--- config.mk ---
export PLATFORM = sky130hd
export DESIGN_NAME = uart_irq_ctrl
export DESIGN_NICKNAME = d
export VERILOG_FILES = /design/src/rtl/uart_irq_pkg.sv /design/src/rtl/uart_irq_src.sv /design/src/rtl/uart_irq_prio.sv /design/src/rtl/uart_irq_ctrl.sv
export SDC_FILE = /design/constraint.sdc
export NUM_CORES = 1
export LEC_CHECK = 0
export BUFFER_PORTS_ARGS = -buffer_cell sky130_fd_sc_hd__buf_2
export CAP_MARGIN = 20
export CORE_MARGIN = 3
export CORE_UTILIZATION = 38
export CTS_CLUSTER_DIAMETER = 50
export DETAILED_ROUTE_END_ITERATION = 12
export PLACE_DENSITY_LB_ADDON = 0.12
export SLEW_MARGIN = 15
export SYNTH_ARGS = -nofsm -noshare
export SYNTH_HDL_FRONTEND = slang
export SYNTH_HIERARCHICAL = 1
export SYNTH_SLANG_ARGS = --single-unit
--- constraint.sdc ---
create_clock -name clk -period 1.73 [get_ports clk]
set_input_delay 0.0865 -clock clk [delete_from_list [all_inputs] [get_ports clk]]
set_output_delay 0.0865 -clock clk [all_outputs]
set_load 0.05 [all_outputs]
--- src/rtl/uart_irq_pkg.sv ---
package uart_irq_pkg;

    localparam int unsigned REG_W  = 8;
    localparam int unsigned SRC_N  = 4;

    // enable register bit positions (decoded by the host)
    localparam int unsigned EN_RXD   = 0;
    localparam int unsigned EN_THRE  = 1;
    localparam int unsigned EN_LINE  = 2;
    localparam int unsigned EN_MODEM = 3;

    localparam logic [REG_W-1:0] IER_MASK = REG_W'((1 << SRC_N) - 1);

    typedef enum logic [2:0] {
        IID_MODEM = 3'b000,
        IID_NONE  = 3'b001,
        IID_THRE  = 3'b010,
        IID_RXD   = 3'b100,
        IID_LINE  = 3'b110
    } iid_e;

endpackage

--- src/rtl/uart_irq_src.sv ---
module uart_irq_src (
    input  logic clk,
    input  logic rst_n,
    input  logic set_i,
    input  logic clr_i,
    output logic flag_o
);
    logic flag_d, flag_q;

    always_comb begin
        flag_d = flag_q;
        if (clr_i) flag_d = 1'b0;
        if (set_i) flag_d = 1'b1;   // a fresh event wins over a service access
    end

    always_ff @(posedge clk or negedge rst_n) begin
        if (!rst_n) flag_q <= 1'b0;
        else        flag_q <= flag_d;
    end

    assign flag_o = flag_q;

    p_set_wins_r11: assert property (@(posedge clk) disable iff (!rst_n)
        set_i |=> flag_o);
    p_clear_r6: assert property (@(posedge clk) disable iff (!rst_n)
        (clr_i && !set_i) |=> !flag_o);
endmodule

--- src/rtl/uart_irq_prio.sv ---
module uart_irq_prio
    import uart_irq_pkg::*;
(
    input  logic             clk,
    input  logic             rst_n,
    input  logic [SRC_N-1:0] req_i,
    output iid_e             iid_o
);
    always_comb begin
        if (req_i[EN_LINE])       iid_o = IID_LINE;
        else if (req_i[EN_RXD])   iid_o = IID_RXD;
        else if (req_i[EN_THRE])  iid_o = IID_THRE;
        else if (req_i[EN_MODEM]) iid_o = IID_MODEM;
        else                      iid_o = IID_NONE;
    end

    p_line_first_r4: assert property (@(posedge clk) disable iff (!rst_n)
        req_i[EN_LINE] |-> (iid_o == IID_LINE));
    p_modem_last_r4: assert property (@(posedge clk) disable iff (!rst_n)
        (iid_o == IID_MODEM) |-> ($countones(req_i) == 1));
endmodule

--- src/rtl/uart_irq_ctrl.sv ---
module uart_irq_ctrl
    import uart_irq_pkg::*;
(
    input  logic       clk,
    input  logic       rst_n,
    input  logic       ier_wr,
    input  logic [7:0] ier_wdata,
    output logic [7:0] ier_rdata,
    input  logic       iir_rd,
    output logic [7:0] iir_rdata,
    input  logic       lsr_rd,
    input  logic       rbr_rd,
    input  logic       msr_rd,
    input  logic       thr_wr,
    input  logic       line_evt,
    input  logic       rx_evt,
    input  logic       modem_evt,
    input  logic       tx_hold_empty,
    output logic       irq
);
    localparam int unsigned STB_N = 3;   // strobe-set sources: rx, line, modem

    typedef struct packed {
        logic [REG_W-1:0] ier;
        logic             thre;
        logic             tx_prev;
    } state_t;

    state_t s_d, s_q;
    iid_e   iid;
    logic [SRC_N-1:0] pend, req;
    logic [STB_N-1:0] stb_set, stb_clr, stb_flag;

    // strobe-driven sources share one latch shape
    assign stb_set = {modem_evt, line_evt, rx_evt};
    assign stb_clr = {msr_rd,    lsr_rd,   rbr_rd};

    generate
        for (genvar g = 0; g < STB_N; g++) begin : g_src
            uart_irq_src u_src (
                .clk    (clk),
                .rst_n  (rst_n),
                .set_i  (stb_set[g]),
                .clr_i  (stb_clr[g]),
                .flag_o (stb_flag[g])
            );
        end
    endgenerate

    always_comb begin
        pend           = '0;
        pend[EN_RXD]   = stb_flag[0];
        pend[EN_LINE]  = stb_flag[1];
        pend[EN_MODEM] = stb_flag[2];
        pend[EN_THRE]  = s_q.thre;
        req            = pend & s_q.ier[SRC_N-1:0];
    end

    uart_irq_prio u_prio (
        .clk   (clk),
        .rst_n (rst_n),
        .req_i (req),
        .iid_o (iid)
    );

    always_comb begin
        s_d         = s_q;
        s_d.tx_prev = tx_hold_empty;
        if (ier_wr) s_d.ier = ier_wdata & IER_MASK;
        if (thr_wr) s_d.thre = 1'b0;
        if (iir_rd && iid == IID_THRE) s_d.thre = 1'b0;
        if (tx_hold_empty && !s_q.tx_prev) s_d.thre = 1'b1;
        if (ier_wr && ier_wdata[EN_THRE] && !s_q.ier[EN_THRE] && tx_hold_empty)
            s_d.thre = 1'b1;
    end

    always_ff @(posedge clk or negedge rst_n) begin
        if (!rst_n) s_q <= '0;
        else        s_q <= s_d;
    end

    assign ier_rdata = s_q.ier;
    assign iir_rdata = {{(REG_W-3){1'b0}}, iid};
    assign irq       = |req;

    p_ier_hi_zero_r2: assert property (@(posedge clk) disable iff (!rst_n)
        ier_rdata[7:4] == 4'h0);
    p_all_masked_r3: assert property (@(posedge clk) disable iff (!rst_n)
        (ier_rdata[3:0] == 4'h0) |-> !irq);
    p_pend_flag_r5: assert property (@(posedge clk) disable iff (!rst_n)
        irq == !iir_rdata[0]);
    p_iir_hi_zero_r5: assert property (@(posedge clk) disable iff (!rst_n)
        iir_rdata[7:3] == 5'h00);
    p_iir_clears_thre_r8: assert property (@(posedge clk) disable iff (!rst_n)
        (iir_rd && iir_rdata[2:0] == 3'b010 && !tx_hold_empty && !ier_wr) |=> !s_q.thre);
    p_enable_thre_r10: assert property (@(posedge clk) disable iff (!rst_n)
        (ier_wr && ier_wdata[EN_THRE] && !ier_rdata[EN_THRE] && tx_hold_empty) |=> irq);
endmodule

==> metrics <==
status=completed; CP required=1640 ps; number of synthesized register bits=9; WL per Instance=~10 um; # diodes=0; top-count cell post-synth=buf_4; ys async rst share=100%; endpoints failing setup=0; RSZ-0062 raised after global routing=no; largest family of logic cells by synthesized area=buffers and inverters; CTS tree=yes; Simple-Gate Fraction of Synth Area=between 10% and 20%; number of CTS-inserted buffers=3; PD cells=983 nW/um2; initial antenna violation count=0; H-tree levels=1; busiest grt layer=met2; adder-cell share of the synthesized area=0%; CP Data Arrival Time=~1500 ps; GR met1 Demand/Resource=between 10% and 20%; pin count of the biggest net entering global routing=10; met2 global-route usage=between 10% and 20%; CP bufs+invs=1; DR iter-0 viols=0; vias in the first global route=360; layout cells sized above 1=48.6%; Yosys top cell by area=dfrtp_1; TritonRoute pass-1 iters=1; Synth Warn #=6; Hold Crit Class=input port to flop; Horiz. Die Dim=42.7 um; Initial Utilization=between 40% and 50%; mux cell area share after synthesis=between 8 and 9%; clock latency on the worst-skew pair=250 ps; Switching Share=between 30% and 40%; clock share of power=roughly 25%; CP cell instances=and2_1, or4_4, buf_2; largest fanout on the critical path=4; IO Port Bufs=23; post-detail-place hpwl=~720 um; # rows=12; clk root buf=clkbuf_4; EDFF count, synth=0; Clk pin slew, worst setup/hold paths=approximately 60 ps; vias per std cell=4.21; Max Cap Viol=0; Gate Count Post-Synth=47; clk_skew=~0.74 ps; ANT nets after route=0; register area share after synthesis=between 40% and 50%; DIE AREA=between 1500 and 2000 um2; first-pass GRT wire length=~1500 um; compound-gate portion of the synthesized area=~8%; fin crit period=between 1500 and 2000 ps; fin. max-slew vios=0; DIE HEIGHT=42.7 um; Inst Count DP=79; CP max stage delay=between 400 and 500 ps; area delta synth->final=24.9%; total track usage=10.9%; Clock Path Buffers=2; Nets=between 90 and 100; CORE AREA=between 1000 and 1500 um2; setup TNS=0 ps; Flop pwr share=37.9%; Peak VDD IR=about 0.47 mV; clock sinks=9; Synth Area in XOR/XNOR=0%; maximum clock frequency=618 MHz; boundary pin count=37; P_sw=243 uW; CP endpoint kind=primary output; syn_area_per_cell=10.9 um2; Post-Route WL=864 um; Gate power share=a little under two fifths; Synth Flop Type=dfrtp_1; top cells by count, synth=buf_4, dfrtp_1, inv_1; Distinct cells, synth=16; CP top delay family=simple AND/OR/NAND/NOR gates; crit path launch type=flop; Synth Cell Area=around 510 um2; LEAKAGE=about 0.00034 uW; RD Place Congestion=0.690; non-filler cells, final=between 80 and 90; Worst path slowest cell=or4_4; vias post-DR=between 300 and 400; GRT overflow=0; Internal=just under 400 uW; Remaining DRCs=0; GR Layer Usage met3=under 10%; part of the cycle the worst path needs=93.5%; Post-CTS Repair Setup Buffers=0; Synth top area share=a little over two fifths; crit path kind=flop to primary output; top cells by area, synth=dfrtp_1, buf_4, mux2_2, a21o_1, and2_1; Hold Vio Cnt, Final=0
[cells in the final DEF (no fill, tap or decap), drive strengths merged]
cell type / n
buf: 23
conb: 9
dfrtp: 9
inv: 5
mux2: 4
and2: 4
clkbuf: 4
a21o: 4
dlygate4sd3: 3
or4: 1
nor4bb: 1
nand4b: 1
nand2b: 1
o311ai: 1
or2: 1
nor3: 1
[power groups by stage]
stage	sequential (uW)	clock (uW)	combinational, uW
6_report	239	154	237
5_1_grt	241	174	251
4_1_cts	238	164	239
3_5_place_dp	242	0	234
3_3_place_gp	243	0	232
2_1_floorplan	240	0	214
[metrics by stage]
step	setup WS, ps	total power (uW)	util, %	cell area, um2	hold slack [ps]
after global placement	373	474	49.3	584	-49.3
after detailed placement	379	476	49.3	584	-54.5
after floorplan	-7.24	454	-	549	-209
after CTS	91.7	641	54.0	641	3.93
after global routing	51.0	666	54.0	641	6.64
final	113	630	54.0	641	10.5
[registers in the layout, indices dropped and copies added (netlist names)]
signal	cells
g_src.u_src/flag_o	3
pend	1
ier_rdata	4
s_q	1
[layer usage]
metal,up-vias,wire (um)
met3,0,86
li1,183,-
met4,0,0
met5,-,0
met2,19,436
met1,160,340
[kinds of logic (layout without fill, tap and decap cells)]
family	count (synthesis)	in the layout
other cells	1	9
mux	4	4
compound gates	5	5
flops	9	9
simple gates	10	10
buf+inv	18	35
[path summary, 6_finish.rpt]
path | from | endpoint | slack (ps) | depth (start not counted)
hold / removal | rx_evt | g_src[0].u_src/flag_o$_DFFE_PN0P_ | 10 | 2
setup reg to reg | g_src[1].u_src/flag_o$_DFFE_PN0P_ | pend[1]$_DFFE_PN0P_ | 380 | 4
min in group asynchronous | rst_n | ier_rdata[1]$_DFFE_PN0P_ | 210 | 2
setup / recovery | ier_rdata[1]$_DFFE_PN0P_ | irq | 110 | 3
max in group asynchronous | rst_n | ier_rdata[0]$_DFFE_PN0P_ | 1340 | 2
hold reg to reg | g_src[0].u_src/flag_o$_DFFE_PN0P_ | g_src[0].u_src/flag_o$_DFFE_PN0P_ | 480 | 1
[timing repair]
item | 4_1_cts | 5_1_grt
resized for setup | 0 | 0
endpoints found under the hold margin | 11 | 0
hold buffers | 3 | 0
[final cells by class]
| cell class | count | area, um2 |
|---|---|---|
| inverter | 5 | 18.8 |
| sequential | 9 | 225 |
| fill | 128 | 546 |
| tap | 14 | 17.5 |
| multi-input combinational | 28 | 208 |
| clock buffer | 4 | 26.3 |
| timing repair buffer | 26 | 145 |
Note: power is estimated with default switching activity, not from simulation.
